`src/rtl/srm_pkg.sv`:
```
package srm_pkg;

  typedef enum logic [1:0] {
    RC_INT  = 2'd0,
    RC_FP   = 2'd1,
    RC_MISC = 2'd2
  } reg_class_e;

  function automatic int imax(input int a, input int b);
    return (a > b) ? a : b;
  endfunction

endpackage

```
`src/rtl/srm_tag_fifo.sv`:
```
module srm_tag_fifo #(
  parameter  int DEPTH = 16,
  parameter  int FIRST = 0,
  parameter  int FILL  = 8,
  localparam int DW    = (DEPTH > 1) ? $clog2(DEPTH) : 1,
  localparam int CW    = $clog2(DEPTH + 1)
) (
  input  logic          clk,
  input  logic          rst,
  input  logic          push,
  input  logic [DW-1:0] push_data,
  input  logic          pop,
  output logic [DW-1:0] pop_data,
  output logic [CW-1:0] count
);

  localparam logic [DW-1:0] LAST  = DW'(DEPTH - 1);
  localparam logic [CW-1:0] FULLC = CW'(DEPTH);

  logic [DW-1:0] mem [DEPTH];
  logic [DW-1:0] head, tail;
  logic          do_pop, do_push;

  assign do_pop   = pop && (count != '0);
  assign do_push  = push && ((count != FULLC) || do_pop);
  assign pop_data = mem[head];

  always_ff @(posedge clk) begin
    if (rst) begin
      for (int k = 0; k < DEPTH; k++) mem[k] <= DW'((FIRST + k) % DEPTH);
      head  <= '0;
      tail  <= DW'(FILL % DEPTH);
      count <= CW'(FILL);
    end else begin
      if (do_push) begin
        mem[tail] <= push_data;
        tail      <= (tail == LAST) ? '0 : tail + 1'b1;
      end
      if (do_pop) head <= (head == LAST) ? '0 : head + 1'b1;
      if (do_push && !do_pop)      count <= count + 1'b1;
      else if (do_pop && !do_push) count <= count - 1'b1;
    end
  end

endmodule

```
`src/rtl/srm_map_table.sv`:
```
module srm_map_table #(
  parameter  int N    = 8,
  parameter  int TW   = 6,
  parameter  int BASE = 0,
  localparam int IW   = (N > 1) ? $clog2(N) : 1
) (
  input  logic          clk,
  input  logic          rst,
  input  logic [IW-1:0] ra_idx,
  output logic [TW-1:0] ra_tag,
  input  logic [IW-1:0] rb_idx,
  output logic [TW-1:0] rb_tag,
  input  logic          wa_en,
  input  logic [IW-1:0] wa_idx,
  input  logic [TW-1:0] wa_tag,
  input  logic          wb_en,
  input  logic [IW-1:0] wb_idx,
  input  logic [TW-1:0] wb_tag
);

  logic [TW-1:0] mem [N];

  assign ra_tag = (int'(ra_idx) < N) ? mem[ra_idx] : '0;
  assign rb_tag = (int'(rb_idx) < N) ? mem[rb_idx] : '0;

  // Recovery write (port b) lands after, and so overrides, the rename write.
  always_ff @(posedge clk) begin
    if (rst) begin
      for (int k = 0; k < N; k++) mem[k] <= TW'(BASE + k);
    end else begin
      if (wa_en && int'(wa_idx) < N) mem[wa_idx] <= wa_tag;
      if (wb_en && int'(wb_idx) < N) mem[wb_idx] <= wb_tag;
    end
  end

endmodule

```
`src/rtl/split_rename_map.sv`:
```
module split_rename_map
  import srm_pkg::*;
#(
  parameter  int INT_LOG  = 8,
  parameter  int FP_LOG   = 8,
  parameter  int INT_PHYS = 16,
  parameter  int FP_PHYS  = 16,
  parameter  int MISC     = 4,
  parameter  int INT_ZERO = 0,
  parameter  int FP_ZERO  = 8,
  parameter  int INT_BASE = 0,
  parameter  int FP_BASE  = 16,
  localparam int LOG_TOT  = INT_LOG + FP_LOG,
  localparam int PHYS_TOT = INT_PHYS + FP_PHYS,
  localparam int AW       = $clog2(LOG_TOT + MISC),
  localparam int TW       = $clog2(PHYS_TOT + MISC),
  localparam int CW       = $clog2(imax(INT_PHYS, FP_PHYS) + 1)
) (
  input  logic          clk,
  input  logic          rst,
  input  logic          rn_valid,
  input  logic [AW-1:0] rn_arch,
  output logic          rn_ready,
  output logic          rn_done,
  output logic [TW-1:0] rn_new_tag,
  output logic [TW-1:0] rn_prev_tag,
  input  logic [AW-1:0] lk_arch,
  output logic [TW-1:0] lk_tag,
  input  logic          set_valid,
  input  logic [AW-1:0] set_arch,
  input  logic [TW-1:0] set_tag,
  input  logic          free_valid,
  input  logic [TW-1:0] free_tag,
  output logic [CW-1:0] free_cnt
);

  localparam int IIW  = (INT_LOG > 1) ? $clog2(INT_LOG) : 1;
  localparam int FIW  = (FP_LOG > 1) ? $clog2(FP_LOG) : 1;
  localparam int ITW  = (INT_PHYS > 1) ? $clog2(INT_PHYS) : 1;
  localparam int FTW  = (FP_PHYS > 1) ? $clog2(FP_PHYS) : 1;
  localparam int ICW  = $clog2(INT_PHYS + 1);
  localparam int FCW  = $clog2(FP_PHYS + 1);

  localparam logic [AW-1:0] A_INT_LOG = AW'(INT_LOG);
  localparam logic [AW-1:0] A_LOG_TOT = AW'(LOG_TOT);
  localparam logic [AW-1:0] A_IZERO   = AW'(INT_ZERO);
  localparam logic [AW-1:0] A_FZERO   = AW'(FP_ZERO);
  localparam logic [TW-1:0] T_INT     = TW'(INT_PHYS);
  localparam logic [TW-1:0] T_TOT     = TW'(PHYS_TOT);
  localparam logic [TW-1:0] T_LOG_TOT = TW'(LOG_TOT);

  function automatic reg_class_e classify(input logic [AW-1:0] a);
    if (a < A_INT_LOG)      return RC_INT;
    else if (a < A_LOG_TOT) return RC_FP;
    else                    return RC_MISC;
  endfunction

  function automatic logic [TW-1:0] misc_tag(input logic [AW-1:0] a);
    return T_TOT + TW'(a) - T_LOG_TOT;
  endfunction

  // Request decode
  reg_class_e rn_cls, lk_cls, set_cls;
  logic       need_int, need_fp, fire;

  assign rn_cls   = classify(rn_arch);
  assign lk_cls   = classify(lk_arch);
  assign set_cls  = classify(set_arch);
  assign need_int = (rn_cls == RC_INT) && (rn_arch != A_IZERO);
  assign need_fp  = (rn_cls == RC_FP)  && (rn_arch != A_FZERO);

  // Free lists
  logic [ITW-1:0] int_head;
  logic [FTW-1:0] fp_head;
  logic [ICW-1:0] int_cnt;
  logic [FCW-1:0] fp_cnt;
  logic           int_push, fp_push;

  assign rn_ready = !(need_int && int_cnt == '0) && !(need_fp && fp_cnt == '0);
  assign fire     = rn_valid && rn_ready;
  assign int_push = free_valid && (free_tag < T_INT);
  assign fp_push  = free_valid && (free_tag >= T_INT) && (free_tag < T_TOT);

  srm_tag_fifo #(
    .DEPTH(INT_PHYS), .FIRST((INT_BASE + INT_LOG) % INT_PHYS), .FILL(INT_PHYS - INT_LOG)
  ) u_int_free (
    .clk(clk), .rst(rst),
    .push(int_push), .push_data(ITW'(free_tag)),
    .pop(fire && need_int), .pop_data(int_head), .count(int_cnt)
  );

  srm_tag_fifo #(
    .DEPTH(FP_PHYS), .FIRST((FP_BASE - INT_PHYS + FP_LOG) % FP_PHYS), .FILL(FP_PHYS - FP_LOG)
  ) u_fp_free (
    .clk(clk), .rst(rst),
    .push(fp_push), .push_data(FTW'(free_tag - T_INT)),
    .pop(fire && need_fp), .pop_data(fp_head), .count(fp_cnt)
  );

  // Mapping tables
  logic [TW-1:0] int_rn_tag, int_lk_tag, fp_rn_tag, fp_lk_tag;
  logic [TW-1:0] new_c, prev_c;

  srm_map_table #(.N(INT_LOG), .TW(TW), .BASE(INT_BASE)) u_int_map (
    .clk(clk), .rst(rst),
    .ra_idx(IIW'(rn_arch)), .ra_tag(int_rn_tag),
    .rb_idx(IIW'(lk_arch)), .rb_tag(int_lk_tag),
    .wa_en(fire && need_int), .wa_idx(IIW'(rn_arch)), .wa_tag(new_c),
    .wb_en(set_valid && set_cls == RC_INT), .wb_idx(IIW'(set_arch)), .wb_tag(set_tag)
  );

  srm_map_table #(.N(FP_LOG), .TW(TW), .BASE(FP_BASE)) u_fp_map (
    .clk(clk), .rst(rst),
    .ra_idx(FIW'(rn_arch - A_INT_LOG)), .ra_tag(fp_rn_tag),
    .rb_idx(FIW'(lk_arch - A_INT_LOG)), .rb_tag(fp_lk_tag),
    .wa_en(fire && need_fp), .wa_idx(FIW'(rn_arch - A_INT_LOG)), .wa_tag(new_c),
    .wb_en(set_valid && set_cls == RC_FP), .wb_idx(FIW'(set_arch - A_INT_LOG)), .wb_tag(set_tag)
  );

  always_comb begin
    unique case (rn_cls)
      RC_INT: begin
        prev_c = int_rn_tag;
        new_c  = need_int ? TW'(int_head) : TW'(rn_arch);
      end
      RC_FP: begin
        prev_c = fp_rn_tag;
        new_c  = need_fp ? (TW'(fp_head) + T_INT) : TW'(rn_arch);
      end
      default: begin
        new_c  = misc_tag(rn_arch);
        prev_c = new_c;
      end
    endcase
  end

  always_comb begin
    unique case (lk_cls)
      RC_INT:  lk_tag = int_lk_tag;
      RC_FP:   lk_tag = fp_lk_tag;
      default: lk_tag = misc_tag(lk_arch);
    endcase
  end

  assign free_cnt = (CW'(int_cnt) < CW'(fp_cnt)) ? CW'(int_cnt) : CW'(fp_cnt);

  // Registered rename result
  always_ff @(posedge clk) begin
    if (rst) begin
      rn_done     <= 1'b0;
      rn_new_tag  <= '0;
      rn_prev_tag <= '0;
    end else begin
      rn_done <= fire;
      if (fire) begin
        rn_new_tag  <= new_c;
        rn_prev_tag <= prev_c;
      end
    end
  end

endmodule

```
`config.mk`:
```
export PLATFORM = sky130hd
export DESIGN_NAME = split_rename_map
export DESIGN_NICKNAME = d
export VERILOG_FILES = /design/src/rtl/srm_pkg.sv /design/src/rtl/srm_tag_fifo.sv /design/src/rtl/srm_map_table.sv /design/src/rtl/split_rename_map.sv
export SDC_FILE = /design/constraint.sdc
export NUM_CORES = 1
export LEC_CHECK = 0
export CAP_MARGIN = 5
export CORE_MARGIN = 5
export CORE_UTILIZATION = 57
export CTS_BUF_LIST = sky130_fd_sc_hd__clkbuf_4 sky130_fd_sc_hd__clkbuf_8
export CTS_CLUSTER_SIZE = 12
export DETAILED_ROUTE_END_ITERATION = 10
export PLACE_DENSITY = 0.78
export SYNTH_ARGS = -nofsm -noshare
export SYNTH_HDL_FRONTEND = slang
export SYNTH_SLANG_ARGS = --single-unit
```
`constraint.sdc`:
```
create_clock -name clk -period 3.18 [get_ports clk]
set_input_delay 0.636 -clock clk [delete_from_list [all_inputs] [get_ports clk]]
set_output_delay 0.636 -clock clk [all_outputs]
set_load 0.01 [all_outputs]
```
==> impl_summary.log <==
INFO  metric status = complete, no violations
INFO  metric cell_internal_pwr = 0.00605 W
INFO  metric horiz_die_dim = approximately 170 um
INFO  metric via_per_inst = 6.37
INFO  metric multi_input_comb_area = 6150 sq um
INFO  metric synth_cell_types = 73
INFO  metric layout-area-overhead-vs-synth = 17.1%
INFO  metric antenna_cells_inserted = 0
INFO  metric final_cell_mix = 224 x sky130_fd_sc_hd__edfxtp_1, 220 x sky130_fd_sc_hd__nand2_1, 160 x sky130_fd_sc_hd__nor2_1, 115 x sky130_fd_sc_hd__buf_4, 61 x sky130_fd_sc_hd__mux4_2
INFO  metric grt_setup_unrepaired = no
INFO  metric synth_top_cell_area_share = 0.473
INFO  metric overflow = 0
INFO  metric netSwitchingFraction = 0.251
INFO  metric routabilityCongestion = just under 1
INFO  metric hpwl = 30100 um
INFO  metric worstPathRequired = 2.54 ns
INFO  metric final_min_period_over_clock_period = 0.988
INFO  metric via_count_of_the_first_global_routing_pass = 11200
INFO  metric postSynthRegisterBits = 271
INFO  metric drt-initial-drc-count = 1303
INFO  metric buffer_depth_of_the_longest_clock_path = 3
INFO  metric mappedNetlistNets = 1324
INFO  metric fp.dieH = 168 um
INFO  metric cts-hold-fix-buffers = 0
INFO  metric placement.setup.worst_slack = -0.396 ns
INFO  metric grt_max_degree = 42
INFO  metric number_of_primary_i_o_pins = 57
INFO  metric synth_enable_flop_cells = between 200 and 250
INFO  metric power.share.combinational = 0.126
INFO  metric wl_met1 = 14900 um
INFO  metric path_max_fanout = 2
INFO  metric maximum_clock_skew_at_final_layout = about 0.027 ns
INFO  metric fmax = 318 MHz
INFO  metric r2r_slack = 0.20 ns
INFO  metric timing.final.max_slew_violations = 0
INFO  metric final_layout_size_suffix_gt1_frac = 0.206
INFO  metric route.detailed.wl_per_inst = 23.5 um
INFO  metric tritoncts = done
INFO  metric irDropWorstVdd = 0.404 mV
INFO  metric power.share.sequential = 0.498
INFO  metric num_vias = 11200
INFO  metric area.sequential = around 7700 sq um
INFO  metric clk_pin_slew_worst_paths = 0.06 ns
INFO  metric number_of_antenna_violations_at_the_first_check_in_global_routing = 0
INFO  metric cts.sink_count = roughly 270
INFO  metric synth_top_cells_by_area = sky130_fd_sc_hd__edfxtp_1 47%, sky130_fd_sc_hd__mux4_2 9.7%, sky130_fd_sc_hd__dfxtp_1 6.6%
INFO  metric power.density = 484 nW/um^2
INFO  metric setup_viol = 0
INFO  metric numPortBuffers = 56
INFO  metric clock_buffers_created_by_tritoncts = 45
INFO  metric mostFrequentLayoutCell = sky130_fd_sc_hd__edfxtp_1
INFO  metric timing.final.ws_setup = 0.0383 ns
INFO  metric cp-end-kind = primary output
INFO  metric antenna_violating_nets_post_route = 0
INFO  metric std_cell_rows = 57
INFO  metric clk-insertion-delay-late = around 0.56 ns
INFO  metric ys_async_sr_fraction = 0
INFO  metric maxCapViolCount = 0
INFO  metric yosysWarnings = 0
INFO  metric synth_ff_type = sky130_fd_sc_hd__edfxtp_1
INFO  metric globalRouteTotalUtil = 0.290
INFO  metric start_util = 0.582
INFO  metric drtPass1Iterations = 6
INFO  metric post_synth_inst_count = 1267
INFO  metric synthesis.area = 14200 sq um
INFO  metric shortest_clock_period_the_worst_path_allows_after_layout = 3.14 ns
INFO  metric area_leader_netlist = sky130_fd_sc_hd__edfxtp_1
INFO  metric min_path_type = reg2reg
INFO  metric postSynthAreaPerCell = 11.2 sq um
INFO  metric drt_wl_total = 41300 um
INFO  metric fill_cells = approximately 1800
INFO  metric final_hold_viol_count = 0
INFO  metric design_power_total = about 0.0081 W
INFO  metric power.net_switching = 0.00203 W
INFO  metric slew_headroom = 0.373
INFO  metric route.detailed.drc = 0
INFO  metric cts.htree.levels = 2
INFO  metric floorplan.core_area = ~24000 sq um
INFO  metric static-leakage-power = 5.76 nW
INFO  metric arrival_time_at_the_worst_endpoint = 2.51 ns
INFO  metric die_outline_area = 28200 sq um
INFO  metric transition_time_of_the_tightest_slew_check_pin = 0.938 ns
INFO  metric met3_length = 4360 um
INFO  metric final_nets = 1459
INFO  metric highest_layer = met4
INFO  metric sequential_share_of_the_synthesized_area = 0.539
INFO  metric first_pass_grt_wire_length = 63700 um
INFO  metric met2_wirelength = 19800 um
INFO  metric worst-setup-path-type = reg2out
INFO  metric power.clock.fraction = 0.376
INFO  metric clockRootBuffer = sky130_fd_sc_hd__clkbuf_8
INFO  metric crit_path_start_kind = register
==> area by class of cell <==
| cell class | count | share of cell area |
|---|---|---|
| Clock buffer | 65 | 0.0465 |
| Clock inverter | 14 | 0.00593 |
| Inverter | 24 | 0.00540 |
| Multi-Input combinational cell | 886 | 0.369 |
| Sequential cell | 271 | 0.460 |
| Tap cell | 324 | 0.0243 |
| Timing Repair Buffer | 174 | 0.0884 |
==> metal layers <==
metal | vias up | track usage
met2 | 720 | 0.477
met1 | 5368 | 0.370
met5 | - | 0
li1 | 4949 | -
met3 | 165 | 0.0593
met4 | 0 | 0.139
==> registers in the layout, indices dropped and copies added, names as in the netlist, named ones only <==
signal	cells
u_fp_free.tail	4
u_int_free.tail	4
rn_prev_tag	6
rn_new_tag	6
rn_done	1
u_int_free.head	4
u_int_free.count	5
u_fp_map.mem	48
u_fp_free.head	4
u_int_free.mem	64
u_fp_free.mem	64
u_fp_free.count	5
u_int_map.mem	48
==> what timing repair did <==
item / in CTS / in global routing
pin swaps: 0 / 1
endpoints found under the setup margin: 12 / 11
buffers inserted: 4 / 2
gates cloned: 1 / 0
gates resized for setup: 29 / 17
==> worst paths after layout <==
check | cells past startpoint | to | from
setup / recovery | 4 | lk_tag[5] | u_int_map.mem[7][5]
hold / removal | 2 | rn_prev_tag[3] | rn_prev_tag[3]
setup reg to reg | 13 | u_int_free.count[4] | u_fp_free.count[2]
hold reg to reg | 2 | rn_prev_tag[3] | rn_prev_tag[3]
==> logic make-up (layout without fill, tap and decap cells) <==
family / count (synthesis) / after routing / synth area share
and+or+nand+nor: 549 / 549 / 0.178
xor gates and xnor gates: 12 / 12 / 0.00739
AOI/OAI and AO/OA: 192 / 192 / 0.0891
buffers and inverters: 110 / 277 / 0.0325
muxes: 108 / 108 / 0.131
adders and majority gates: 25 / 25 / 0.0230
DFF: 271 / 271 / 0.539
==> per-stage QoR <==
stage / util / instance area [sq um] / setup TNS [ns] / cells / hold WS, ns
4_1_cts: 0.679 / 16600 / 0 / 1757 / 0.455
3_3_place_gp: 0.642 / 15700 / -2.14 / 1673 / 0.442
6_report: 0.681 / 16700 / 0 / 1758 / 0.451
2_1_floorplan: - / 14300 / 0 / 1267 / 0.468
5_1_grt: 0.681 / 16700 / 0 / 1758 / 0.488
3_5_place_dp: 0.642 / 15700 / -2.94 / 1673 / 0.446
==> cell usage after synthesis (8+ instances only) <==
cell	instances
sky130_fd_sc_hd__buf_2	24
sky130_fd_sc_hd__and3_1	32
sky130_fd_sc_hd__o211ai_1	11
sky130_fd_sc_hd__nor2_1	160
sky130_fd_sc_hd__mux4_2	61
sky130_fd_sc_hd__dfxtp_1	47
sky130_fd_sc_hd__clkbuf_1	46
sky130_fd_sc_hd__mux2i_1	35
sky130_fd_sc_hd__nand2b_1	9
sky130_fd_sc_hd__or3_1	18
sky130_fd_sc_hd__inv_1	24
sky130_fd_sc_hd__a22oi_1	16
sky130_fd_sc_hd__a21oi_1	51
sky130_fd_sc_hd__nand3b_1	10
sky130_fd_sc_hd__a22o_1	9
sky130_fd_sc_hd__ha_1	23
sky130_fd_sc_hd__xor2_1	8
sky130_fd_sc_hd__and2_1	12
sky130_fd_sc_hd__nand3_1	28
sky130_fd_sc_hd__mux2_2	12
sky130_fd_sc_hd__edfxtp_1	224
sky130_fd_sc_hd__nand2_1	220
sky130_fd_sc_hd__o21ai_0	44
sky130_fd_sc_hd__a21o_1	14
sky130_fd_sc_hd__buf_1	12
sky130_fd_sc_hd__nor2b_1	18
sky130_fd_sc_hd__nor3_1	13
==> power by group through the flow <==
stage	registers (W)	logic, W	clock network [W]
after global placement	0.00409	0.000963	0
after global routing	0.00402	0.00108	0.00324
after CTS	0.00401	0.000987	0.00305
final	0.00402	0.00102	0.00303
after floorplan	0.00406	0.000574	0
after detailed placement	0.00409	0.000982	0
==> critical path, cell delays in order (launching register included) <==
cell and delay, ns:
sky130_fd_sc_hd__edfxtp_1 0.46, sky130_fd_sc_hd__mux4_2 0.51, sky130_fd_sc_hd__mux4_2 0.46, sky130_fd_sc_hd__or2_2 0.29
sky130_fd_sc_hd__clkdlybuf4s15_1 0.24
Power figures use the tool's default switching activity.
